File: src/rtl/exc_pkg.sv
package exc_pkg;

    localparam int NUM_REQ  = 7;
    localparam int NUM_BANK = 5;
    localparam int BANK_W   = $clog2(NUM_BANK);

    typedef enum logic [4:0] {
        MODE_USR = 5'b10000,
        MODE_FIQ = 5'b10001,
        MODE_IRQ = 5'b10010,
        MODE_SVC = 5'b10011,
        MODE_ABT = 5'b10111,
        MODE_UND = 5'b11011,
        MODE_SYS = 5'b11111
    } mode_e;

    // Encoding equals the vector slot number.
    typedef enum logic [2:0] {
        EXC_RST  = 3'd0,
        EXC_UND  = 3'd1,
        EXC_SWI  = 3'd2,
        EXC_PABT = 3'd3,
        EXC_DABT = 3'd4,
        EXC_IRQ  = 3'd6,
        EXC_FIQ  = 3'd7
    } exc_e;

    typedef struct packed {
        logic        n;
        logic        z;
        logic        c;
        logic        v;
        logic [19:0] rsvd;
        logic        i;
        logic        f;
        logic        t;
        logic [4:0]  mode;
    } psr_t;

    typedef struct packed {
        logic              hit;
        logic [BANK_W-1:0] idx;
    } bank_sel_t;

    function automatic bank_sel_t bank_of(input logic [4:0] mode);
        bank_sel_t s;
        s.hit = 1'b1;
        s.idx = '0;
        case (mode)
            MODE_FIQ: s.idx = BANK_W'(0);
            MODE_IRQ: s.idx = BANK_W'(1);
            MODE_SVC: s.idx = BANK_W'(2);
            MODE_ABT: s.idx = BANK_W'(3);
            MODE_UND: s.idx = BANK_W'(4);
            default:  s.hit = 1'b0;
        endcase
        return s;
    endfunction

    function automatic exc_e exc_of_bit(input int b);
        case (b)
            0:       return EXC_RST;
            1:       return EXC_UND;
            2:       return EXC_SWI;
            3:       return EXC_PABT;
            4:       return EXC_DABT;
            5:       return EXC_IRQ;
            default: return EXC_FIQ;
        endcase
    endfunction

endpackage

File: src/rtl/exc_arbiter.sv
module exc_arbiter
    import exc_pkg::*;
(
    input  logic               clk,
    input  logic               rst_n,
    input  logic               boundary_i,
    input  logic [NUM_REQ-1:0] req_i,
    input  logic               irq_off_i,
    input  logic               fiq_off_i,
    output logic               take_o,
    output exc_e               kind_o,
    output logic [NUM_REQ-1:0] grant_o
);

    // Request bit indices, highest priority first.
    localparam int PRIO [NUM_REQ] = '{0, 4, 6, 5, 3, 1, 2};

    logic [NUM_REQ-1:0] eligible;
    int                 win;

    genvar g;
    generate
        for (g = 0; g < NUM_REQ; g++) begin : g_elig
            if (g == 5) begin : g_irq
                assign eligible[g] = boundary_i & req_i[g] & ~irq_off_i;
            end else if (g == 6) begin : g_fiq
                assign eligible[g] = boundary_i & req_i[g] & ~fiq_off_i;
            end else begin : g_plain
                assign eligible[g] = boundary_i & req_i[g];
            end
        end
    endgenerate

    always_comb begin
        win = -1;
        for (int r = NUM_REQ - 1; r >= 0; r--) begin
            if (eligible[PRIO[r]]) win = PRIO[r];
        end
        grant_o = '0;
        take_o  = (win >= 0);
        kind_o  = EXC_RST;
        if (win >= 0) begin
            grant_o[win] = 1'b1;
            kind_o       = exc_of_bit(win);
        end
    end

    assert_grant_onehot_R2: assert property (@(posedge clk) disable iff (!rst_n)
        $onehot0(grant_o) && (take_o == (grant_o != '0)));

    assert_no_take_off_boundary_R9: assert property (@(posedge clk) disable iff (!rst_n)
        !boundary_i |-> !take_o);

    assert_irq_masked_R8: assert property (@(posedge clk) disable iff (!rst_n)
        (take_o && kind_o == EXC_IRQ) |-> !irq_off_i);

    assert_fiq_masked_R8: assert property (@(posedge clk) disable iff (!rst_n)
        (take_o && kind_o == EXC_FIQ) |-> !fiq_off_i);

endmodule

File: src/rtl/exc_entry_calc.sv
module exc_entry_calc
    import exc_pkg::*;
#(
    parameter int              ADDR_W   = 32,
    parameter logic [ADDR_W-1:0] VEC_BASE = '0
) (
    input  exc_e              kind_i,
    input  psr_t              old_i,
    output psr_t              new_o,
    output logic [ADDR_W-1:0] vec_o,
    output bank_sel_t         tgt_o
);

    localparam int SLOT_SHIFT = 2;

    always_comb begin
        new_o   = old_i;
        new_o.i = 1'b1;
        new_o.t = 1'b0;
        case (kind_i)
            EXC_RST:  begin new_o.mode = MODE_SVC; new_o.f = 1'b1; end
            EXC_UND:  new_o.mode = MODE_UND;
            EXC_SWI:  new_o.mode = MODE_SVC;
            EXC_PABT: new_o.mode = MODE_ABT;
            EXC_DABT: new_o.mode = MODE_ABT;
            EXC_IRQ:  new_o.mode = MODE_IRQ;
            default:  begin new_o.mode = MODE_FIQ; new_o.f = 1'b1; end
        endcase
        vec_o = VEC_BASE + (ADDR_W'(kind_i) << SLOT_SHIFT);
        tgt_o = bank_of(new_o.mode);
    end

endmodule

File: src/rtl/spsr_bank.sv
module spsr_bank
    import exc_pkg::*;
(
    input  logic              clk,
    input  logic              rst_n,
    input  logic              we_i,
    input  logic [BANK_W-1:0] widx_i,
    input  psr_t              wdata_i,
    input  bank_sel_t         rsel_i,
    output psr_t              rdata_o
);

    psr_t             bank_q [NUM_BANK];
    psr_t             bank_d [NUM_BANK];
    logic [NUM_BANK-1:0] hit;

    genvar g;
    generate
        for (g = 0; g < NUM_BANK; g++) begin : g_we
            assign hit[g] = we_i && (widx_i == BANK_W'(g));
        end
    endgenerate

    always_comb begin
        for (int k = 0; k < NUM_BANK; k++) begin
            bank_d[k] = hit[k] ? wdata_i : bank_q[k];
        end
        rdata_o = '0;
        for (int k = 0; k < NUM_BANK; k++) begin
            if (rsel_i.hit && rsel_i.idx == BANK_W'(k)) rdata_o = bank_q[k];
        end
    end

    always_ff @(posedge clk or negedge rst_n) begin
        if (!rst_n) begin
            for (int k = 0; k < NUM_BANK; k++) bank_q[k] <= '0;
        end else begin
            for (int k = 0; k < NUM_BANK; k++) bank_q[k] <= bank_d[k];
        end
    end

    assert_single_write_R6: assert property (@(posedge clk) disable iff (!rst_n)
        $onehot0(hit) && (we_i == (hit != '0)));

endmodule

File: src/rtl/exc_entry_ctrl.sv
module exc_entry_ctrl
    import exc_pkg::*;
#(
    parameter int                ADDR_W   = 32,
    parameter logic [ADDR_W-1:0] VEC_BASE = '0
) (
    input  logic               clk,
    input  logic               rst_n,
    input  logic               boundary_i,
    input  logic [NUM_REQ-1:0] req_i,
    input  logic [ADDR_W-1:0]  next_pc_i,
    input  logic               ret_i,
    input  logic               wr_en_i,
    input  logic [31:0]        wr_data_i,
    output logic               take_o,
    output logic [ADDR_W-1:0]  vec_o,
    output logic [ADDR_W-1:0]  link_o,
    output logic [31:0]        cpsr_o,
    output logic [31:0]        spsr_o
);

    localparam psr_t RESET_PSR = '{n: 1'b0, z: 1'b0, c: 1'b0, v: 1'b0, rsvd: '0,
                                   i: 1'b1, f: 1'b1, t: 1'b0, mode: MODE_SVC};

    typedef struct packed {
        psr_t              cpsr;
        logic              take;
        exc_e              kind;
        logic [ADDR_W-1:0] vec;
        logic [ADDR_W-1:0] link;
    } state_t;

    state_t st_d, st_q;

    logic               arb_take;
    exc_e               arb_kind;
    logic [NUM_REQ-1:0] arb_grant;
    psr_t               entry_psr;
    logic [ADDR_W-1:0]  entry_vec;
    bank_sel_t          entry_tgt;
    bank_sel_t          cur_sel;
    psr_t               saved_psr;
    logic               bank_we;
    logic [BANK_W-1:0]  bank_widx;

    exc_arbiter u_arb (
        .clk        (clk),
        .rst_n      (rst_n),
        .boundary_i (boundary_i),
        .req_i      (req_i),
        .irq_off_i  (st_q.cpsr.i),
        .fiq_off_i  (st_q.cpsr.f),
        .take_o     (arb_take),
        .kind_o     (arb_kind),
        .grant_o    (arb_grant)
    );

    exc_entry_calc #(.ADDR_W(ADDR_W), .VEC_BASE(VEC_BASE)) u_calc (
        .kind_i (arb_kind),
        .old_i  (st_q.cpsr),
        .new_o  (entry_psr),
        .vec_o  (entry_vec),
        .tgt_o  (entry_tgt)
    );

    assign cur_sel = bank_of(st_q.cpsr.mode);

    spsr_bank u_bank (
        .clk     (clk),
        .rst_n   (rst_n),
        .we_i    (bank_we),
        .widx_i  (bank_widx),
        .wdata_i (st_q.cpsr),
        .rsel_i  (cur_sel),
        .rdata_o (saved_psr)
    );

    always_comb begin
        st_d      = st_q;
        st_d.take = 1'b0;
        bank_we   = 1'b0;
        bank_widx = entry_tgt.idx;
        if (arb_take) begin
            st_d.cpsr = entry_psr;
            st_d.take = 1'b1;
            st_d.kind = arb_kind;
            st_d.vec  = entry_vec;
            st_d.link = next_pc_i;
            bank_we   = (arb_kind != EXC_RST) && entry_tgt.hit;
        end else if (ret_i) begin
            if (cur_sel.hit) st_d.cpsr = saved_psr;
        end else if (wr_en_i) begin
            if (st_q.cpsr.mode == MODE_USR) begin
                st_d.cpsr.n = wr_data_i[31];
                st_d.cpsr.z = wr_data_i[30];
                st_d.cpsr.c = wr_data_i[29];
                st_d.cpsr.v = wr_data_i[28];
            end else begin
                st_d.cpsr = psr_t'(wr_data_i);
            end
        end
    end

    always_ff @(posedge clk or negedge rst_n) begin
        if (!rst_n) begin
            st_q.cpsr <= RESET_PSR;
            st_q.take <= 1'b0;
            st_q.kind <= EXC_RST;
            st_q.vec  <= '0;
            st_q.link <= '0;
        end else begin
            st_q <= st_d;
        end
    end

    assign take_o = st_q.take;
    assign vec_o  = st_q.vec;
    assign link_o = st_q.link;
    assign cpsr_o = st_q.cpsr;
    assign spsr_o = saved_psr;

    assert_vec_slot_R3: assert property (@(posedge clk) disable iff (!rst_n)
        take_o |-> (vec_o[1:0] == 2'b00) && ((vec_o - VEC_BASE) != ADDR_W'(20))
                   && ((vec_o - VEC_BASE) < ADDR_W'(32)));

    assert_entry_bits_R4: assert property (@(posedge clk) disable iff (!rst_n)
        take_o |-> cpsr_o[7] && !cpsr_o[5] && (cpsr_o[4:0] != MODE_USR) && (cpsr_o[4:0] != MODE_SYS));

    assert_flags_kept_R5: assert property (@(posedge clk) disable iff (!rst_n)
        take_o |-> (cpsr_o[31:8] == $past(cpsr_o[31:8])));

    assert_saved_copy_R6: assert property (@(posedge clk) disable iff (!rst_n)
        (take_o && st_q.kind != EXC_RST) |-> (spsr_o == $past(cpsr_o)));

    assert_take_pulse_R7: assert property (@(posedge clk) disable iff (!rst_n)
        take_o |=> !take_o || $past(arb_take));

    assert_user_guard_R11: assert property (@(posedge clk) disable iff (!rst_n)
        (wr_en_i && !arb_take && !ret_i && cpsr_o[4:0] == MODE_USR)
        |=> (cpsr_o[27:0] == $past(cpsr_o[27:0])));

    assert_ret_user_R10: assert property (@(posedge clk) disable iff (!rst_n)
        (ret_i && !arb_take && (cpsr_o[4:0] == MODE_USR || cpsr_o[4:0] == MODE_SYS))
        |=> $stable(cpsr_o));

endmodule

File: config.mk
export PLATFORM = sky130hd
export DESIGN_NAME = exc_entry_ctrl
export DESIGN_NICKNAME = d
export VERILOG_FILES = /design/src/rtl/exc_pkg.sv /design/src/rtl/exc_arbiter.sv /design/src/rtl/exc_entry_calc.sv /design/src/rtl/spsr_bank.sv /design/src/rtl/exc_entry_ctrl.sv
export SDC_FILE = /design/constraint.sdc
export NUM_CORES = 1
export LEC_CHECK = 0
export BUFFER_PORTS_ARGS = -buffer_cell sky130_fd_sc_hd__buf_2
export CAP_MARGIN = 20
export CORE_MARGIN = 1.5
export CORE_UTILIZATION = 40
export CTS_BUF_LIST = sky130_fd_sc_hd__clkbuf_16
export DETAILED_ROUTE_END_ITERATION = 8
export PLACE_DENSITY_LB_ADDON = 0.3
export SYNTH_ARGS = -nofsm -noshare
export SYNTH_HDL_FRONTEND = slang
export SYNTH_SLANG_ARGS = --single-unit
File: constraint.sdc
create_clock -name clk -period 2.2 [get_ports clk]
set_input_delay 0.44 -clock clk [delete_from_list [all_inputs] [get_ports clk]]
set_output_delay 0.44 -clock clk [all_outputs]
set_load 0.01 [all_outputs]
==> results.cfg, run 1 <==
[placed_design]
io_buffer_count = 175
dpl.cell_count = 1598
dp.final_hpwl_mm = 20.00
gp_congestion = 0.8447
pre_cts_slack_ps = -141.3

[drt]
drt-total-wl_mm = 32.53
route.met2.wl_mm = 15.26
dr.pass1.iters = 5
via_per_inst = 5.333
drt_iter0_drc = 653
top_layer_used = met4
wl_met1_mm = 14.39
routedWlPerCell_um = 19.23
antenna_left = 0
vias = 9018
drc = 0
wl_met3_mm = 2.191

[timing]
slew_viol_final = 0
fin_crit_sh_pct = 125.1
layout_setup_ws_ps = -553.1
setup_viol = 47
layout_min_cycle_time_ps = 2753
finalHoldViolCount = 0
rsz0062_at_grt = yes
finalClockSkew_ps = 8.962
fmax_mhz = 363.2

[synth]
synth_ff_type = dfrtp_1
ys_warn_count = 0
syn_area_um2 = 11030
synth_area_per_cell_um2 = 10.16
yosys_register_bits = 228
synth.area.top_cells = dfrtp_1 51%, mux2_2 15%, nand2_1 8.7%
synth_top_area_share_pct = 50.58
synth-seq-area-share_pct = 51.77
synthArstFlopShare_pct = 100.0
synthCells = 1086
synth_edf_count = 0
synth_largest_area_cell = dfrtp_1
synth_cell_types = 55

[run]
maxCapViolCount = 0

[die]
rows = 60
ios = 205
die_w_um = 169.1
fp.dieH_um = 169.1
core_area_um2 = 27030
initial_core_util_pct = 40.82
dieArea_um2 = 28580

[global_route]
grt_pass1_vias = 8735
grt-ovfl-total = 0
grt_max_degree = 52
grt_use_total_pct = 21.56
grt_pass1_wl_mm = 48.78
grt_antenna_before_repair = 0

[layout]
n_fill_cell = 2342
regArea_um2 = 5714
drive_gt1_share_pct = 43.63
finalNonFillerCells = 1691
multi_input_area_um2 = 5558
area_delta_synth_final_pct = 34.46
n_antenna_cell = 0
final_nets = 1407

[worst_setup_path]
path_class = reg -> out
critPathMaxFanout = 5
slowest_delay_ps = 560
crit_path_start_kind = flip-flop
critPathRequiredTime_ps = 1760
critPathCaptureType = output port
cp_slowest_cell = dfstp_2
path_cells = or3b_4 -> a21oi_1 -> nor2_2 -> o31ai_4 -> buf_2
path_delay_family = flip-flops
crit_buf_inv = 1
arrival_ps = 2310

[status]
violations = negative setup slack
status = complete, but fails checks

[clock_tree]
clk-insertion-delay-late_ps = 530
clk_pin_slew_ps = 60
clock_path_buffers = 3
cts_htree_levels = 1
clock-sinks = 228
cts_tree = done
cts_buffers = 27
cts-root-buf = clkbuf_16

[pwr]
power_density_nw_per_um2 = 1129
vdd_ir_drop_max_mv = 0.5965
leakage_nw = 7.137

[worst_hold_path]
holdCritPathClass = in -> reg
where the power goes:
part           switching (W)  internal (W)  total, W
sequential           0.00117       0.00569   0.00686
clock                0.00173       0.00233   0.00406
combinational        0.00284       0.00299   0.00583
total                0.00573        0.0110    0.0167
cells in the final DEF, fill, tap and decap left out, drive strengths merged, types with 2 or more instances in the layout:
cell type  instances
buf              286
nand2            256
dfrtp            223
mux2             149
nor2             102
nand3b            63
a21oi             33
clkbuf            32
conb              29
a31oi             29
o22ai             29
o21ai             15
inv               12
clkinv            12
nand3              7
nand2b             6
dfstp              5
o21a               5
nand4              4
a22oi              4
and3               4
nor3               4
nor2b              3
a211oi             3
or2                3
or3b               2
o311ai             2
and2               2
a21boi             2
or4                2
tightest hold or removal path, stage by stage:
cell and delay (ps):
buf_2 70, nand2_1 40, nand2_1 40
sequential cells by signal, summed over array words and instances (netlist names):
name           flops
cpsr_o            32
link_o            32
take_o             1
u_bank.bank_q    160
vec_o              3
repair_timing:
item                                    in CTS  in global routing
endpoints found under the hold margin       45                  0
gates resized for setup                     72                111
cloned                                       5                  7
pin swaps                                    7                 20
setup buffers                               16                 17
endpoints found under the setup margin      57                 61
hold buffers                                 1                  0
metrics by stage:
stage | hold slack, ps | instance area (um2) | utilization [%] | power [W] | setup TNS, ps
finish | 104.1 | 14830 | 54.88 | 0.01675 | -15630
global route | 106.3 | 14830 | 54.88 | 0.01767 | -18740
CTS | 82.55 | 13990 | 51.76 | 0.01597 | -16170
detailed placement | 400.9 | 12700 | 46.98 | 0.01135 | -3185
global placement | 398.8 | 12700 | 46.98 | 0.01118 | -1900
floorplan | 144.4 | 11140 | - | 0.009439 | 0
kinds of logic (layout without fill, tap and decap cells):
logic type | Yosys count | after routing | synth area share (%)
buffers and inverters | 110 | 345 | 5.296
flip-flops | 228 | 228 | 51.77
multiplexers | 149 | 149 | 15.21
AO/OA/AOI/OAI | 135 | 135 | 8.654
AND/OR/NAND/NOR | 463 | 464 | 19.03
other | 1 | 29 | 0.03399
Yosys cell counts, types with 2 or more instances:
library cell,number
o22ai_1,11
nor3_1,3
nand3b_1,63
buf_6,2
a21oi_1,33
clkbuf_1,40
buf_4,33
inv_1,4
nand2b_1,6
or4_1,2
or2_2,2
nor2b_1,3
nor2_1,102
nand2_1,256
mux2_2,149
and3_1,4
o311ai_0,2
a211oi_1,3
o22ai_2,18
buf_1,5
nand3_1,7
and2_1,2
nand4_1,4
a31oi_1,29
dfstp_2,5
a21boi_0,2
buf_2,26
dfrtp_1,223
o21ai_0,14
o21a_1,5
a22oi_1,4
layer usage:
| metal | GRT usage [%] | vias up |
|---|---|---|
| met4 | 5.156 | 0 |
| li1 | - | 4159 |
| met5 | 0 | - |
| met3 | 3.741 | 44 |
| met1 | 28.85 | 4475 |
| met2 | 36.49 | 340 |
area by class of cell:
type,instances,share of cell area (%)
Clock buffer,27,4.555
Timing Repair Buffer,293,15.63
Inverter,4,0.1012
Multi-Input combinational cell,777,37.47
Sequential cell,228,38.52
Tap cell,341,2.876
Clock inverter,21,0.8435
path summary, 6_finish.rpt:
kind | start | endpoint | slack (ps) | cells past startpoint
setup reg to reg | cpsr_o[4] | cpsr_o[6] | -120 | 9
max in group asynchronous | rst_n | u_bank.bank_q[121] | 1040 | 3
hold reg to reg | link_o[2] | link_o[2] | 470 | 2
setup / recovery | cpsr_o[4] | spsr_o[6] | -550 | 5
min in group asynchronous | rst_n | u_bank.bank_q[31] | 420 | 2
hold / removal | next_pc_i[4] | link_o[4] | 100 | 3
Power figures use the tool's default switching activity.
==> run 2: changes to the inputs <==
- CTS_BUF_LIST: sky130_fd_sc_hd__clkbuf_16 -> sky130_fd_sc_hd__clkbuf_8
==> run 2 against run 1 <==
The run still ends with negative setup slack left. Worst setup slack got worse by 14 ps. Sequential share of layout area rose by 0.38 points. Die area did not move. Largest cell class unchanged. Via count fell by 0.58%.
==> results.cfg, run 2 (synthesis results as in run 1) <==
[status]
status = complete, but fails checks
violations = negative setup slack

[timing]
setup_viol = 53
fmax_mhz = 361.3
finalClockSkew_ps = 27.09
slew_viol_final = 0
layout_min_cycle_time_ps = 2767
rsz0062_at_grt = yes
layout_setup_ws_ps = -567.5
finalHoldViolCount = 0
fin_crit_sh_pct = 125.8

[drt]
vias = 8966
antenna_left = 0
drc = 0
dr.pass1.iters = 7
drt_iter0_drc = 577
drt-total-wl_mm = 32.39
via_per_inst = 5.256
routedWlPerCell_um = 18.99

[global_route]
grt_use_total_pct = 21.69
grt_antenna_before_repair = 0
grt_pass1_wl_mm = 48.65
grt-ovfl-total = 0
grt_pass1_vias = 8755
grt_max_degree = 52

[run]
maxCapViolCount = 0

[clock_tree]
cts_tree = done
clock-sinks = 228
clock_path_buffers = 3
cts-root-buf = clkbuf_8
cts_buffers = 41
clk_pin_slew_ps = 70
clk-insertion-delay-late_ps = 550
cts_htree_levels = 2

[worst_hold_path]
min-delay-start = next_pc_i[21]
holdCritPathClass = in -> reg

[worst_setup_path]
critPathMaxFanout = 5
path_cells = buf_6 -> buf_6 -> nand4b_1 -> buf_6 -> nor2_4 -> nor2_2 -> o31ai_4 -> buf_2
cp_common_cell = buf_6
cp_slowest_cell = dfstp_2
rr_startpoint = cpsr_o[4]
slowest_delay_ps = 570
r2r_slack_ps = -260
startpoint = cpsr_o[4]
crit_path_start_kind = flip-flop
arrival_ps = 2330
path_delay_family = buffers and inverters
critPathCaptureType = output port
crit_buf_inv = 4
critPathRequiredTime_ps = 1760
path_class = reg -> out

[layout]
drive_gt1_share_pct = 44.98
largest-register = u_bank.bank_q
n_antenna_cell = 0
largest_register_ffs = 160
final_nets = 1413
final_cell_mix = 251 x nand2_1, 221 x dfrtp_1, 170 x buf_2
area_delta_synth_final_pct = 33.13
finalNonFillerCells = 1706
final_common_cell = nand2_1

[placed_design]
dp.final_hpwl_mm = 20.00
gp_congestion = 0.8447
dpl.cell_count = 1598
io_buffer_count = 175

[pwr]
power_frac_comb_pct = 34.2
total_power_w = 0.01648
power_density_nw_per_um2 = 1122
power.share.clock_pct = 24.5
vdd_ir_drop_max_mv = 0.5953
p_int_w = 0.01081
switching_share_pct = 34.44
leakage_nw = 7.097
seq_power_share_pct = 41.3
netSwitchingPower_w = 0.005677

[die]
rows = 60
initial_core_util_pct = 40.82
core_area_um2 = 27030
die_w_um = 169.1
dieArea_um2 = 28580
ios = 205
fp.dieH_um = 169.1
[run 2: changes by cell type in the layout (fill, tap and decap cells not counted), moves of 11 or more]
cell,before,now
mux2_4,20,9
clkbuf_8,0,52
clkbuf_16,32,4
o22ai_2,9,20
mux2_2,129,140
o22ai_4,18,6
[run 2: area by class of cell]
cell class	count	area [um2]
Clock buffer	52	715.7
Tap cell	341	426.7
Clock inverter	19	117.6
Fill cell	2382	12340
Sequential cell	228	5714
Timing Repair Buffer	285	2245
Multi-Input combinational cell	777	5453
Inverter	4	15.01
[run 2: power groups by stage]
stage               sequential [W]  clock [W]  combinational [W]
floorplan                  0.00664          0            0.00280
global placement           0.00672          0            0.00446
detailed placement         0.00680          0            0.00456
CTS                        0.00675    0.00414            0.00496
global route               0.00701    0.00435            0.00610
finish                     0.00680    0.00404            0.00564
[run 2: timing repair]
| action | 4_1_cts | 5_1_grt |
|---|---|---|
| endpoints found under the hold margin | 45 | 0 |
| cloned | 5 | 7 |
| pin swaps | 5 | 21 |
| endpoints found under the setup margin | 57 | 61 |
| hold buffers | 1 | 0 |
| gates resized for setup | 48 | 127 |
| buffers inserted | 15 | 13 |
[run 2: per-layer routing]
layer	global-route usage, %	vias to the layer above	wire [um]
li1	-	4167	-
met1	28.78	4436	14490
met2	36.31	310	15140
met3	4.255	53	2122
met4	5.887	0	635
met5	0	-	0
[run 2: tightest hold or removal path, delay by kind of cell]
family | cells | cell delay [ps]
simple gates | 2 | 90
buf+inv | 1 | 70
[run 2: final timing paths]
kind | endpoint | cells after the start
worst max-delay path | spsr_o[6] | 8
worst min-delay path | link_o[21] | 3
min in group asynchronous | u_bank.bank_q[31] | 2
max in group asynchronous | u_bank.bank_q[25] | 3
worst min register to register | link_o[2] | 2
worst max register to register | cpsr_o[19] | 8
[run 2: stage by stage]
stage	hold WS (ps)	util, %	setup TNS, ps	instance area, um2	setup WS, ps
after CTS	55.80	51.60	-17500	13950	-582.9
final	82.64	54.34	-19150	14690	-567.5
after floorplan	144.4	-	0	11140	51.68
after global routing	75.14	54.34	-22260	14690	-640.1
after detailed placement	400.9	46.98	-3185	12700	-141.3
after global placement	398.8	46.98	-1900	12700	-116.7
==> run 3: changes to the inputs <==
- clock period: 2.2 -> 2.31 ns (I/O delays scaled with it)
==> run 3 against run 2 <==
Routed wire length decreased by 0.80%. Via count grew 0.78%. Sequential power shrank 4.6%. The flow still finishes with violations (negative setup slack). Cell area down 0.98%. Non-clock buffer count decreased by 11. Clock power is 4% lower. Register-to-register slack better by 240 ps. Critical path type unchanged.
==> results.cfg, run 3 (synthesis results as in run 1) <==
[status]
status = complete, but fails checks
violations = negative setup slack

[pwr]
power_density_nw_per_um2 = 1079
vdd_ir_drop_max_mv = 0.6884
total_power_w = 0.01569
leakage_nw = 7.085

[placed_design]
io_buffer_count = 175
gp_congestion = 0.7966
dp.final_hpwl_mm = 19.28
dpl.cell_count = 1584

[drt]
routedWlPerCell_um = 18.88
drt_iter0_drc = 593
vias = 9036
drc = 0
dr.pass1.iters = 5
drt-total-wl_mm = 32.13
via_per_inst = 5.309
antenna_left = 0

[clock_tree]
cts_tree = done
cts_htree_levels = 2
clk_pin_slew_ps = 60
cts-root-buf = clkbuf_8
clk-insertion-delay-late_ps = 550
cts_buffers = 42
clock-sinks = 228
clock_path_buffers = 3

[die]
core_area_um2 = 27030
fp.dieH_um = 169.1
die_w_um = 169.1
ios = 205
dieArea_um2 = 28580
rows = 60
initial_core_util_pct = 40.82

[worst_setup_path]
rr_startpoint = cpsr_o[0]
crit_path_start_kind = flip-flop
critPathMaxFanout = 3
path_class = reg -> out
r2r_slack_ps = -20
reg2reg_to = cpsr_o[22]
reg2reg_depth = 10
arrival_ps = 2290
critPathRequiredTime_ps = 1850
critPathCaptureType = output port

[timing]
holdWs_ps = 106.1
slew_viol_final = 0
fin_tns_setup_ps = -11220
rsz0062_at_grt = yes
max_slew.worst_pin.slew_ps = 526.8
fmax_mhz = 363.3
fin_crit_sh_pct = 119.2
max_slew_margin_pct = 64.88
layout_min_cycle_time_ps = 2753
setup_viol = 42
layout_setup_ws_ps = -442.7
finalClockSkew_ps = 15.68
finalHoldViolCount = 0

[layout]
n_antenna_cell = 0
n_fill_cell = 2392
fin_util_pct = 53.81
largest-register = u_bank.bank_q
finalNonFillerCells = 1702
area_delta_synth_final_pct = 31.82
final_cell_mix = 254 x nand2_1, 222 x dfrtp_1, 171 x buf_2
drive_gt1_share_pct = 43.50
largest_register_ffs = 160
final_nets = 1403
final_common_cell = nand2_1

[global_route]
grt_pass1_vias = 8937
grt_pass1_wl_mm = 48.18
grt_use_total_pct = 21.33
grt_antenna_before_repair = 0
grt_max_degree = 62
grt-ovfl-total = 0

[run]
maxCapViolCount = 0

[worst_hold_path]
holdCritPathClass = in -> reg
worstHoldEndpoint = link_o[21]
min-delay-start = next_pc_i[21]
worstHoldPathCells = 3
run 3: cell count changes in the layout (fill, tap and decap cells not counted), moves of 4 or more:
| cell | delta |
|---|---|
| mux2_4 | +11 |
| inv_1 | +8 |
| mux2_2 | -11 |
| buf_4 | -13 |
| buf_8 | +4 |
| nor2_2 | +8 |
| nor2_1 | -6 |
| a21oi_1 | +5 |
run 3: final cells by class:
| class | instances | area (um2) | share of cell area, % |
|---|---|---|---|
| Multi-Input combinational cell | 777 | 5369 | 36.92 |
| Sequential cell | 228 | 5713 | 39.28 |
| Timing Repair Buffer | 274 | 2160 | 14.85 |
| Clock inverter | 26 | 140.1 | 0.9636 |
| Tap cell | 341 | 426.7 | 2.934 |
| Inverter | 4 | 18.77 | 0.1291 |
| Clock buffer | 52 | 715.7 | 4.921 |
run 3: worst max-delay path by stage:
stage | slack [ps] | from | end | depth (start not counted)
floorplan | 70 | cpsr_o[0] | spsr_o[6] | 7
global placement | 20 | cpsr_o[4] | cpsr_o[3] | 6
detailed placement | -3 | cpsr_o[4] | cpsr_o[3] | 6
CTS | -470 | cpsr_o[4] | spsr_o[5] | 6
global route | -500 | cpsr_o[4] | spsr_o[7] | 6
finish | -440 | cpsr_o[4] | spsr_o[5] | 6
run 3: per-stage QoR:
step | cell area, um2 | setup slack [ps]
6_report | 14540 | -442.7
5_1_grt | 14540 | -504.6
4_1_cts | 13690 | -468.2
3_5_place_dp | 12570 | -2.964
3_3_place_gp | 12570 | 22.65
2_1_floorplan | 11140 | 68.97
run 3: metal layers:
| metal | wire, um | track usage (%) | up-vias |
|---|---|---|---|
| li1 | - | - | 4147 |
| met4 | 646 | 6.041 | 0 |
| met3 | 2026 | 3.975 | 52 |
| met2 | 15160 | 36.15 | 329 |
| met5 | 0 | 0 | - |
| met1 | 14300 | 27.96 | 4508 |
run 3: worst max-delay path, cell delays in order, from the launching register on:
cell and delay, ps:
dfstp_2 550, buf_6 110, nand3_4 90, buf_6 140, or3_1 340, a221o_1 350
buf_2 160
run 3: power breakdown:
| part | total, W | switching (W) | internal (W) |
|---|---|---|---|
| sequential | 0.00649 | 0.00108 | 0.00542 |
| clock | 0.00388 | 0.00173 | 0.00215 |
| combinational | 0.00531 | 0.00258 | 0.00274 |
run 3: repair_timing:
action / CTS / global route
pin swaps: 3 / 29
buffers inserted: 4 / 23
gates resized for setup: 53 / 110
gates cloned: 2 / 10
setup endpoints to repair: 33 / 48
hold buffers: 1 / 0
endpoints found under the hold margin: 53 / 0
